[config.mk]
export PLATFORM = sky130hd
export DESIGN_NAME = uart_regblk
export DESIGN_NICKNAME = d
export VERILOG_FILES = /design/src/rtl/uart_regblk_pkg.sv /design/src/rtl/uart_fifo.sv /design/src/rtl/uart_err_track.sv /design/src/rtl/uart_irq_gen.sv /design/src/rtl/uart_regblk.sv
export SDC_FILE = /design/constraint.sdc
export NUM_CORES = 1
export LEC_CHECK = 0
export BUFFER_PORTS_ARGS = -buffer_cell sky130_fd_sc_hd__buf_4
export CAP_MARGIN = 5
export CORE_UTILIZATION = 40
export CTS_CLUSTER_DIAMETER = 50
export DETAILED_ROUTE_END_ITERATION = 8
export GPL_TIMING_DRIVEN = 0
export PLACE_DENSITY = 0.59
export SLEW_MARGIN = 20
export SYNTH_ARGS = -nofsm -noshare
export SYNTH_HDL_FRONTEND = slang
export SYNTH_HIERARCHICAL = 1
export SYNTH_SLANG_ARGS = --single-unit
[constraint.sdc]
create_clock -name clk -period 4.6 [get_ports clk]
set_input_delay 0.23 -clock clk [delete_from_list [all_inputs] [get_ports clk]]
set_output_delay 0.23 -clock clk [all_outputs]
set_load 0.005 [all_outputs]
[src/rtl/uart_regblk_pkg.sv]
package uart_regblk_pkg;

    // control word bit positions
    localparam int CB_TX_EN   = 12;
    localparam int CB_RX_EN   = 13;
    localparam int CB_TX_RST  = 22;
    localparam int CB_RX_RST  = 23;
    localparam int CB_ERR_CLR = 24;
    localparam int CB_RX_IE   = 27;
    localparam int CB_TX_IE   = 28;

    // status word bit positions
    localparam int SB_PAR  = 16;
    localparam int SB_FRM  = 17;
    localparam int SB_OVR  = 18;
    localparam int SB_RXE  = 20;
    localparam int SB_TXF  = 21;
    localparam int SB_TXE  = 22;
    localparam int SB_BSY  = 25;

    localparam int THR_W = 8;

    typedef enum logic [2:0] {
        SEL_TXD,
        SEL_RXD,
        SEL_CTRL,
        SEL_STAT,
        SEL_THR,
        SEL_BAUD,
        SEL_NONE
    } reg_sel_e;

    typedef struct packed {
        logic tx_en;
        logic rx_en;
        logic tx_flush;
        logic rx_flush;
        logic err_clr;
        logic rx_ie;
        logic tx_ie;
    } ctrl_fields_t;

    typedef struct packed {
        logic ovr;
        logic frm;
        logic par;
    } err_flags_t;

    function automatic reg_sel_e decode_sel(input int unsigned widx, input logic aligned);
        reg_sel_e s;
        if (!aligned) begin
            s = SEL_NONE;
        end else begin
            case (widx)
                0:       s = SEL_TXD;
                1:       s = SEL_RXD;
                2:       s = SEL_CTRL;
                3:       s = SEL_STAT;
                4:       s = SEL_THR;
                5:       s = SEL_BAUD;
                default: s = SEL_NONE;
            endcase
        end
        return s;
    endfunction

    function automatic ctrl_fields_t decode_ctrl(input logic [31:0] c);
        ctrl_fields_t f;
        f.tx_en    = c[CB_TX_EN];
        f.rx_en    = c[CB_RX_EN];
        f.tx_flush = c[CB_TX_RST];
        f.rx_flush = c[CB_RX_RST];
        f.err_clr  = c[CB_ERR_CLR];
        f.rx_ie    = c[CB_RX_IE];
        f.tx_ie    = c[CB_TX_IE];
        return f;
    endfunction

    function automatic logic [31:0] pack_status(input err_flags_t e, input logic rx_empty,
                                                input logic tx_full, input logic tx_empty,
                                                input logic busy);
        logic [31:0] s;
        s         = '0;
        s[SB_PAR] = e.par;
        s[SB_FRM] = e.frm;
        s[SB_OVR] = e.ovr;
        s[SB_RXE] = rx_empty;
        s[SB_TXF] = tx_full;
        s[SB_TXE] = tx_empty;
        s[SB_BSY] = busy;
        return s;
    endfunction

endpackage

[src/rtl/uart_fifo.sv]
module uart_fifo #(
    parameter int W     = 8,
    parameter int DEPTH = 64
) (
    input  logic                         clk,
    input  logic                         rst,
    input  logic                         flush,
    input  logic                         push,
    input  logic [W-1:0]                 push_data,
    input  logic                         pop,
    output logic [W-1:0]                 head,
    output logic [$clog2(DEPTH+1)-1:0]   count,
    output logic                         empty,
    output logic                         full
);
    localparam int PTR_W = (DEPTH > 1) ? $clog2(DEPTH) : 1;
    localparam int CNT_W = $clog2(DEPTH + 1);
    localparam logic [PTR_W-1:0] LAST = PTR_W'(DEPTH - 1);
    localparam logic [CNT_W-1:0] FULL_CNT = CNT_W'(DEPTH);

    logic [W-1:0]     mem [DEPTH];
    logic [PTR_W-1:0] wr_ptr, rd_ptr;
    logic             do_push, do_pop;

    assign empty   = (count == '0);
    assign full    = (count == FULL_CNT);
    assign do_push = push && !full && !flush;
    assign do_pop  = pop && !empty && !flush;
    assign head    = mem[rd_ptr];

    function automatic logic [PTR_W-1:0] bump(input logic [PTR_W-1:0] p);
        return (p == LAST) ? '0 : p + PTR_W'(1);
    endfunction

    always_ff @(posedge clk) begin
        if (do_push) begin
            mem[wr_ptr] <= push_data;
        end
    end

    always_ff @(posedge clk) begin
        if (rst || flush) begin
            wr_ptr <= '0;
            rd_ptr <= '0;
            count  <= '0;
        end else begin
            if (do_push) begin
                wr_ptr <= bump(wr_ptr);
            end
            if (do_pop) begin
                rd_ptr <= bump(rd_ptr);
            end
            case ({do_push, do_pop})
                2'b10:   count <= count + CNT_W'(1);
                2'b01:   count <= count - CNT_W'(1);
                default: count <= count;
            endcase
        end
    end
endmodule

[src/rtl/uart_err_track.sv]
module uart_err_track
    import uart_regblk_pkg::*;
(
    input  logic       clk,
    input  logic       rst,
    input  logic       clr,
    input  err_flags_t set_flags,
    output err_flags_t flags
);
    // sticky flags; the clear input dominates for every cycle it is high
    always_ff @(posedge clk) begin
        if (rst || clr) begin
            flags <= '0;
        end else begin
            flags <= flags | set_flags;
        end
    end
endmodule

[src/rtl/uart_irq_gen.sv]
module uart_irq_gen #(
    parameter int CNT_W = 7,
    parameter int THR_W = 8
) (
    input  logic [CNT_W-1:0] rx_count,
    input  logic [CNT_W-1:0] tx_count,
    input  logic [THR_W-1:0] rx_thr,
    input  logic [THR_W-1:0] tx_thr,
    input  logic             rx_ie,
    input  logic             tx_ie,
    output logic             irq
);
    localparam int CMP_W = ((CNT_W > THR_W) ? CNT_W : THR_W) + 1;

    logic rx_hit, tx_hit;

    always_comb begin
        rx_hit = rx_ie && (CMP_W'(rx_count) >= CMP_W'(rx_thr));
        tx_hit = tx_ie && (CMP_W'(tx_count) <= CMP_W'(tx_thr));
        irq    = rx_hit || tx_hit;
    end
endmodule

[src/rtl/uart_regblk.sv]
module uart_regblk
    import uart_regblk_pkg::*;
#(
    parameter int DEPTH  = 64,
    parameter int ADDR_W = 5
) (
    input  logic              clk,
    input  logic              rst,
    input  logic              bus_wr,
    input  logic              bus_rd,
    input  logic [ADDR_W-1:0] bus_addr,
    input  logic [31:0]       bus_wdata,
    output logic [31:0]       bus_rdata,
    output logic              irq,
    output logic [31:0]       ctrl_word,
    output logic [31:0]       baud_word,
    output logic [7:0]        tx_data,
    output logic              tx_valid,
    input  logic              tx_take,
    input  logic              tx_busy,
    input  logic [7:0]        rx_data,
    input  logic              rx_strobe,
    input  logic              rx_par_err,
    input  logic              rx_frm_err
);
    localparam int CNT_W   = $clog2(DEPTH + 1);
    localparam int THR_BITS = 2 * THR_W;

    logic [31:0]         ctrl_q;
    logic [THR_BITS-1:0] thr_q;
    logic [31:0]         baud_q;

    reg_sel_e     sel;
    ctrl_fields_t cf;
    err_flags_t   err_set, err_q;

    logic             tx_push, tx_pop, tx_empty, tx_full;
    logic             rx_push, rx_pop, rx_empty, rx_full, rx_accept;
    logic [7:0]       tx_head, rx_head;
    logic [CNT_W-1:0] tx_count, rx_count;

    assign sel = decode_sel(int'(bus_addr[ADDR_W-1:2]), bus_addr[1:0] == 2'b00);
    assign cf  = decode_ctrl(ctrl_q);

    // register writes
    always_ff @(posedge clk) begin
        if (rst) begin
            ctrl_q <= '0;
            thr_q  <= '0;
            baud_q <= '0;
        end else if (bus_wr) begin
            case (sel)
                SEL_CTRL: ctrl_q <= bus_wdata;
                SEL_THR:  thr_q  <= bus_wdata[THR_BITS-1:0];
                SEL_BAUD: baud_q <= bus_wdata;
                default:  ;
            endcase
        end
    end

    // queue control
    assign tx_push   = bus_wr && (sel == SEL_TXD);
    assign tx_valid  = cf.tx_en && !tx_empty;
    assign tx_pop    = tx_take && tx_valid;
    assign tx_data   = tx_head;
    assign rx_accept = rx_strobe && cf.rx_en;
    assign rx_push   = rx_accept;
    assign rx_pop    = bus_rd && (sel == SEL_RXD);

    always_comb begin
        err_set.ovr = (tx_push && tx_full && !cf.tx_flush) ||
                      (rx_accept && rx_full && !cf.rx_flush);
        err_set.par = rx_accept && rx_par_err;
        err_set.frm = rx_accept && rx_frm_err;
    end

    uart_fifo #(.W(8), .DEPTH(DEPTH)) u_txq (
        .clk      (clk),
        .rst      (rst),
        .flush    (cf.tx_flush),
        .push     (tx_push),
        .push_data(bus_wdata[7:0]),
        .pop      (tx_pop),
        .head     (tx_head),
        .count    (tx_count),
        .empty    (tx_empty),
        .full     (tx_full)
    );

    uart_fifo #(.W(8), .DEPTH(DEPTH)) u_rxq (
        .clk      (clk),
        .rst      (rst),
        .flush    (cf.rx_flush),
        .push     (rx_push),
        .push_data(rx_data),
        .pop      (rx_pop),
        .head     (rx_head),
        .count    (rx_count),
        .empty    (rx_empty),
        .full     (rx_full)
    );

    uart_err_track u_err (
        .clk      (clk),
        .rst      (rst),
        .clr      (cf.err_clr),
        .set_flags(err_set),
        .flags    (err_q)
    );

    uart_irq_gen #(.CNT_W(CNT_W), .THR_W(THR_W)) u_irq (
        .rx_count(rx_count),
        .tx_count(tx_count),
        .rx_thr  (thr_q[THR_W-1:0]),
        .tx_thr  (thr_q[THR_BITS-1:THR_W]),
        .rx_ie   (cf.rx_ie),
        .tx_ie   (cf.tx_ie),
        .irq     (irq)
    );

    // read mux
    always_comb begin
        case (sel)
            SEL_RXD:  bus_rdata = rx_empty ? 32'd0 : {24'd0, rx_head};
            SEL_CTRL: bus_rdata = ctrl_q;
            SEL_STAT: bus_rdata = pack_status(err_q, rx_empty, tx_full, tx_empty, tx_busy);
            SEL_THR:  bus_rdata = 32'(thr_q);
            SEL_BAUD: bus_rdata = baud_q;
            default:  bus_rdata = 32'd0;
        endcase
    end

    assign ctrl_word = ctrl_q;
    assign baud_word = baud_q;
endmodule

# == After elaboration in Yosys (flattened, before gate mapping) ==
# Memory sizes are Yosys's and may differ from the RTL's. A register that Yosys moved wholly into a read port is not among the register bits.
# Index checks and enable logic that the tools add are counted.
# word_totals
n_memories,2
regBits,121
in_bits,54
ram_bits,1024
# memory_table
memory,words,width,read_ports,rd_clocked_by_memory_dff,write_ports,line,rtl
u_rxq.mem,64,8,1,1,1,uart_fifo.sv:21,logic [W-1:0] mem [DEPTH];
u_txq.mem,64,8,1,1,1,uart_fifo.sv:21,
# op_classes
n_addsub,8
n_reduce_logical,42
bitwise,1
eq_ne,20
muxes,18
order_cmp,2
# op_table
op,count
case mux 32 bit (5 select lines),1
two-way mux 6 bit,8
case mux 7 bit (2 select lines),2
"adder 6 x 1 -> 6 bit, second input constant",4
"== test 6 bit, second input constant",4
logical AND 1 bit,21
case mux 3 bit (6 select lines),1
"adder 7 x 1 -> 7 bit, second input constant",2
"== test 7 bit, second input constant",2
logical NOT 7 bit,2
"subtractor 7 x 1 -> 7 bit, second input constant",2
"== test 3 x 2 -> 1 bit, second input constant",4
"== test 3 bit, second input constant",4
greater-or-equal comparator 7 x 8 -> 1 bit,1
less-or-equal comparator 7 x 8 -> 1 bit,1
two-way mux 8 bit,1
"== test 3 x 1 -> 1 bit, second input constant",2
logical NOT 1 bit,6
logical NOT 3 bit,2
AND reduction 2 bit,3
logical OR 1 bit,5
"== test 2 x 1 -> 1 bit, second input constant",2
"== test 2 bit, second input constant",2
two-way mux 1 bit,4
other kinds (4),5

# == Depth between registers and ports, before layout ==
# Gate-level depths: netlist (run 1).
# logic_depth
word_depth,9
ltp_mapped,16
depth_no_buf,14

# == Cells and area by module ==
# The synthesis (run 1) kept the hierarchy.
# by_module_without_submodules
module,cells_per_inst,area_per_inst_um2,instances
uart_fifo (u_rxq),1071,21270.4,1
uart_fifo (u_txq),1082,21242.9,1
uart_regblk,471,4032.6,1
uart_irq_gen,49,360.3,1
uart_err_track,9,86.3,1

# == Worst setup path after synthesis (run 1) ==
# Ideal clock, no wire load.
# synth_path
path_kind,input port to flip-flop
from,input bus_addr[4]
to,register u_txq.count[4]
n_path_buf,1
required_time_ns,4.530
setup_slack_ns,1.147
t_arrival_ns,3.383
cell_stages,14
path_cell_list,or4b_4 -> nor3_2 -> inv_1 -> a311oi_2 -> inv_1 -> ha_1 -> buf_1 -> xor2_1 -> ha_1 -> a21oi_1 -> a31o_2 -> a22oi_1 -> or3_1 -> a21oi_1
# synth_between
elab_chain_len,9
word_cells_on_any_way,16
# synth_rtl
element,line,rtl
start: declaration,uart_regblk.sv:11,"input logic [ADDR_W-1:0] bus_addr,"
== test 3 bit (tied with other cells),uart_regblk_pkg.sv:54,case (widx)
case mux 3 bit (6 select lines) (*),uart_regblk_pkg.sv:54,
two-way mux 3 bit (*),uart_regblk_pkg.sv:51,if (!aligned) begin
logical NOT 3 bit (*),uart_regblk.sv:62,assign tx_push = bus_wr && (sel == SEL_TXD);
logical AND 1 bit (*),uart_regblk.sv:62,
named net tx_push,uart_regblk.sv:37,"logic tx_push, tx_pop, tx_empty, tx_full;"
logical AND 1 bit (*) (2 in series),uart_fifo.sv:27,assign do_push = push && !full && !flush;
== test 2 x 1 -> 1 bit / == test 2 bit (equally long branches),uart_fifo.sv:53,"case ({do_push, do_pop})"
case mux 7 bit (2 select lines) / nonzero test 2 bit (equally long branches),-,
end signal: assignment,uart_fifo.sv:54,2'b10: count <= count + CNT_W'(1);
end signal: assignment,uart_fifo.sv:55,2'b01: count <= count - CNT_W'(1);
end signal: assignment,uart_fifo.sv:56,default: count <= count;
end: declaration,uart_fifo.sv:12,"output logic [$clog2(DEPTH+1)-1:0] count,"
# Mark *: on every way through the listed nets, which the timed path passes. The rest lies on a longest branch.
# A chain may end at the register's enable or synchronous reset.

==> results.cfg, run 1 <==
[status]
status = completed

[yosys]
synth_top_family_by_area = multiplexers
ys_ff_latch = 1157
synth_edf_count = 1024
synth_nets = 2760
syn_avg_cell_area_um2 = 17.5
synthTopCellsByArea = edfxtp_1 65%, mux4_2 12%, dfxtp_1 5.7%
synth_async_sr_flop_share = 0
synth_fa_ha_area_frac = 0.00639
synthFlopType = edfxtp_1
synth_xor_area_frac = 0.00447
synth_top_cell_by_area = edfxtp_1
synth_compound_area_frac = 0.0531
synth_mux_area_frac = 0.142
seq_area_frac_synth = 0.711
synth_cell_types = 82
syn_area_um2 = 47000
yosys.area_share.simple = 0.0611
yosys_warnings = 6
synth_cells = 2682
yosysTopAreaCellShare = 0.654

[setup_path]
crit_arrival_ns = 4.23
r2r-start = u_txq/count[3]
r2r_end = u_txq/count[4]
required_ns = 4.37
rr_worst_depth = 15
critPathKind = reg -> out
r2r_slack_ns = 0.46
cp-end-kind = output port
start_kind = flop
crit_fanout = 10

[global_route]
globalRouteOverflowTotal = 0
grt_pass1_wl_um = 181000
grt_pass1_vias = 26800
antenna_found_initial = 0
grt_usage = 0.210
grt_max_degree = 67

[floorplan]
die-height_um = 345
core_area_um2 = 116000
die_area_um2 = 119000
dieWidth_um = 345
start_util = 0.404
io_pins = 160
num_rows = 125

[timing]
slew_violations = 0
tightest_slew_ns = 1.16
max_freq_ghz = 0.224
fin_crit_ns = 4.46
fin_crit_sh = 0.970
rsz0062_at_grt = false
clock_skew_ns = 0.0160
setup-tns-final_ns = 0
slew_headroom = 0.221
setup_viol = 0
hold_viol = 0

[clock_tree]
clk_latency_ns = 0.69
cts_buffers = 117
cts-resized-gates = 0
postCtsSetupBuffers = 0
clk_pin_slew_worst_paths_ns = 0.06
clock_path_buffers = 3
cts.sinks = 1157
cts-root-buf = clkbuf_16
cts_tree = done
cts-htree-levels = 3

[worst_hold_path]
hold_path_class = in -> reg
hp-start = rx_data[7]
holdPathStages = 1
hold_end = u_rxq/mem[50][7]

[final_layout]
final_common_cell = edfxtp_1
antenna_cells = 0
area_growth_pct = 15.3
drive_gt1_frac = 0.226
fin_nets = 3071
final_cell_mix = 1024 x edfxtp_1, 242 x mux4_2, 214 x nor2_1

[drt]
route.vias.total = 26500
drc = 0
drtIter0Drc = 2940
firstDrtPassIters = 6
ant_nets = 0
wl_um = 125000
wire_per_inst_um = 27.1
vias_per_cell = 5.76

[placement]
io_buffers = 159
finalWeightedCongestion = 0.920
dp_hpwl_um = 83700

[job]
cap_violations = 0

[power]
power_leakage_uw = 0.0169
p_total_uw = 21200
pwr_density_cell_nw_per_um2 = 391
max-vdd-ir-drop_uv = 357
-- per-stage QoR --
| stage | cells | util | hold slack, ns | area [µm²] | setup slack, ns |
|---|---|---|---|---|---|
| after global placement | 4365 | 0.430 | 0.474 | 50100 | 0.282 |
| after global routing | 4608 | 0.466 | 0.0999 | 54200 | 0.0153 |
| final | 4608 | 0.466 | 0.0887 | 54200 | 0.137 |
| after detailed placement | 4365 | 0.431 | 0.475 | 50100 | 0.226 |
| after CTS | 4608 | 0.466 | 0.0756 | 54200 | 0.0772 |
| after floorplan | 2682 | - | 0.307 | 47000 | 1.15 |
-- worst max-delay path by stage --
| stage | from | to | cells after the start |
|---|---|---|---|
| final | flop | bus_rdata[4] | 8 |
| after floorplan | bus_addr[4] | u_txq/count[4] | 14 |
| after CTS | flop | tx_data[4] | 7 |
| after global placement | bus_addr[2] | u_txq/mem[51][1] | 9 |
| after global routing | bus_addr[4] | u_txq/count[4] | 16 |
| after detailed placement | bus_addr[2] | u_txq/mem[51][2] | 9 |
-- area by class of cell --
class,count,area [µm²]
multi-input combinational,1325,12500
sequential,1157,33400
clock inverter,67,692
tap,1524,1910
inverter,30,113
clock buffer,143,3080
timing repair buffer,192,1520
buffer,170,933
fill,9900,62200
-- timing repair --
item                                    in CTS  in global routing
hold buffers                                33                  0
endpoints found under the hold margin       62                  0
endpoints found under the setup margin       0                  0
-- report_power, final --
part / internal (µW) / switching (µW)
Combinational: 98.2 / 280
Sequential: 11400 / 9.23
Clock: 5420 / 3940
Total: 16900 / 4230
-- critical path, cell delays in order (launching register included) --
cell and delay (ns):
dfxtp_1 0.52, buf_2 0.36, clkbuf_1 0.52, nand3_1 0.52
o221ai_1 0.56, a221o_1 0.29, o41ai_1 0.20, a221o_1 0.39
buf_4 0.16
-- state kept, by name, indices dropped and copies added (netlist names), named ones only --
name	cells
u_rxq/wr_ptr	6
u_err/flags	3
u_rxq/mem	512
u_txq/mem	512
u_txq/wr_ptr	6
u_rxq/count	7
ctrl_word	32
baud_word	32
thr_q	16
u_txq/rd_ptr	6
u_rxq/rd_ptr	6
u_txq/count	7
-- layer usage --
layer  global-route usage  wire length [µm]
met1                0.272             49900
met2                0.358             62600
met3               0.0302              7850
met4               0.0748              4400
met5                    0                 0
-- cell families (layout without fill, tap and decap cells) --
family                     count (synthesis)  count (layout)
AOI/OAI and AO/OA                        376             376
muxes                                    348             348
xor gates and xnor gates                  24              24
DFF                                     1157            1157
buffers and inverters                    200             602
and+or+nand+nor                          553             553
adders and majority gates                 24              24
-- cell usage after synthesis (9+ instances only) --
cell      number
a221o_1       30
buf_2         40
nand2b_1      62
mux2i_1       82
nand4_1       11
a31oi_1        9
a22o_1        11
a21oi_1       69
or3_1         12
o21ai_1       33
mux4_2       242
buf_4         30
xor2_1        19
ha_1          24
edfxtp_1    1024
a22oi_1       13
nand2_1       51
buf_1         14
nand3_1       59
inv_1         30
and3_1        17
o21ai_0       97
nor2_1       214
o41ai_1       13
clkbuf_1      70
a211oi_1      20
nor2b_1       61
buf_6         13
mux2_2        16
dfxtp_1      133
o22ai_1       22
Power figures use the tool's default switching activity.
==> run 2: changes to the inputs <==
Settings changed: CTS_BUF_LIST set to sky130_fd_sc_hd__clkbuf_8.
==> results.cfg, run 2 (synthesis results as in run 1) <==
[drt]
drtIter0Drc = 2843
ant_nets = 0
firstDrtPassIters = 6
vias_per_cell = 5.68
route.vias.total = 27100
drc = 0
wire_per_inst_um = 26.3
wl_um = 126000

[floorplan]
start_util = 0.404
core_area_um2 = 116000
io_pins = 160
dieWidth_um = 345
die-height_um = 345
die_area_um2 = 119000
num_rows = 125

[timing]
tightest_slew_ns = 1.19
slew_violations = 0
max_freq_ghz = 0.218
setup-tns-final_ns = 0
clock_skew_ns = 0.0428
hold_viol = 0
fin_crit_sh = 0.997
rsz0062_at_grt = false
setup_viol = 0
fin_crit_ns = 4.58
slew_headroom = 0.206

[global_route]
grt_pass1_wl_um = 183000
grt_pass1_vias = 27700
globalRouteOverflowTotal = 0
antenna_found_initial = 1
grt_usage = 0.212
grt_max_degree = 67

[clock_tree]
cts-root-buf = clkbuf_8
clk_latency_ns = 0.87
cts-htree-levels = 4
clock_path_buffers = 3
cts_buffers = 185
cts.sinks = 1157
cts_tree = done
clk_pin_slew_worst_paths_ns = 0.06

[power]
pwr_density_cell_nw_per_um2 = 370
p_total_uw = 20000
power_leakage_uw = 0.0172
max-vdd-ir-drop_uv = 275

[placement]
dp_hpwl_um = 83700
placed_cell_area_um2 = 50100
finalWeightedCongestion = 0.920
io_buffers = 159

[setup_path]
crit_fanout = 10
cp-end-kind = output port
required_ns = 4.37
critPathKind = reg -> out
crit_arrival_ns = 4.35
start_kind = flop

[final_layout]
fin_util = 0.466
final_common_cell = edfxtp_1
nFillCells = 9977
drive_gt1_frac = 0.236
reg_top3 = u_rxq/mem: 512 flops, u_txq/mem: 512 flops
final_cell_mix = 1024 x edfxtp_1, 242 x mux4_2, 214 x nor2_1
area_growth_pct = 15.3
fin_nets = 3167
design_area_um2 = 54200

[worst_hold_path]
hold_path_class = in -> reg

[job]
cap_violations = 0

[status]
status = completed
## run 2: path summary, 6_finish.rpt
path	from	endpoint	slack (ns)	depth (start not counted)
min reg2reg	u_err/flags[2]	u_err/flags[2]	0.48	2
min	bus_rd	u_rxq/rd_ptr[1]	0.1	6
max reg2reg	u_txq/count[3]	u_txq/count[4]	0.42	15
max	flop	tx_data[3]	0.02	10
## run 2: stage by stage
step | hold slack, ns | std cells | worst slack, ns
final | 0.0960 | 4771 | 0.0157
after global routing | 0.0793 | 4771 | 0.0232
after CTS | 0.0177 | 4764 | -0.0134
after detailed placement | 0.475 | 4365 | 0.226
after global placement | 0.474 | 4365 | 0.282
after floorplan | 0.307 | 2682 | 1.15
## run 2: per-layer routing
metal  track usage  vias up  share of wire
met5             0        -              0
li1              -    11600              -
met2         0.359     1071           0.50
met3        0.0391      239          0.064
met4        0.0809        0          0.033
met1         0.271    14200           0.40
## run 2: final cells by class
| type | instances | area (µm²) | share of cell area |
|---|---|---|---|
| Antenna cell | 5 | 12.5 | 0.000231 |
| Buffer | 170 | 935 | 0.0173 |
| Clock buffer | 192 | 2640 | 0.0488 |
| Clock inverter | 148 | 787 | 0.0145 |
| Inverter | 30 | 113 | 0.00208 |
| Multi-Input combinational cell | 1325 | 12600 | 0.232 |
| Sequential cell | 1157 | 33400 | 0.617 |
| Tap cell | 1524 | 1910 | 0.0352 |
| Timing Repair Buffer | 220 | 1800 | 0.0332 |
## run 2: what timing repair did
| action | in CTS | in global routing |
|---|---|---|
| endpoints found under the setup margin | 5 | 3 |
| setup buffers | 0 | 2 |
| hold buffers | 59 | 0 |
| gates cloned | 0 | 0 |
| gates resized for setup | 5 | 0 |
| hold endpoints to repair | 986 | 0 |
## run 2: report_power, final
group	internal, µW	switching (µW)	total (µW)	leakage, µW
Combinational	111	283	393	0.00495
Sequential	11400	9.05	11400	0.0103
Clock	4170	4020	8190	0.00196
## run 2: worst max-delay path: stages (launching register included)
cell     delay (ns)
dfxtp_1        0.31
buf_4          0.27
buf_4          0.35
buf_4          0.32
buf_4          0.32
buf_2          0.42
mux2i_1        0.37
o22ai_1        0.22
a21oi_1        0.40
o41ai_1        0.28
buf_4          0.21
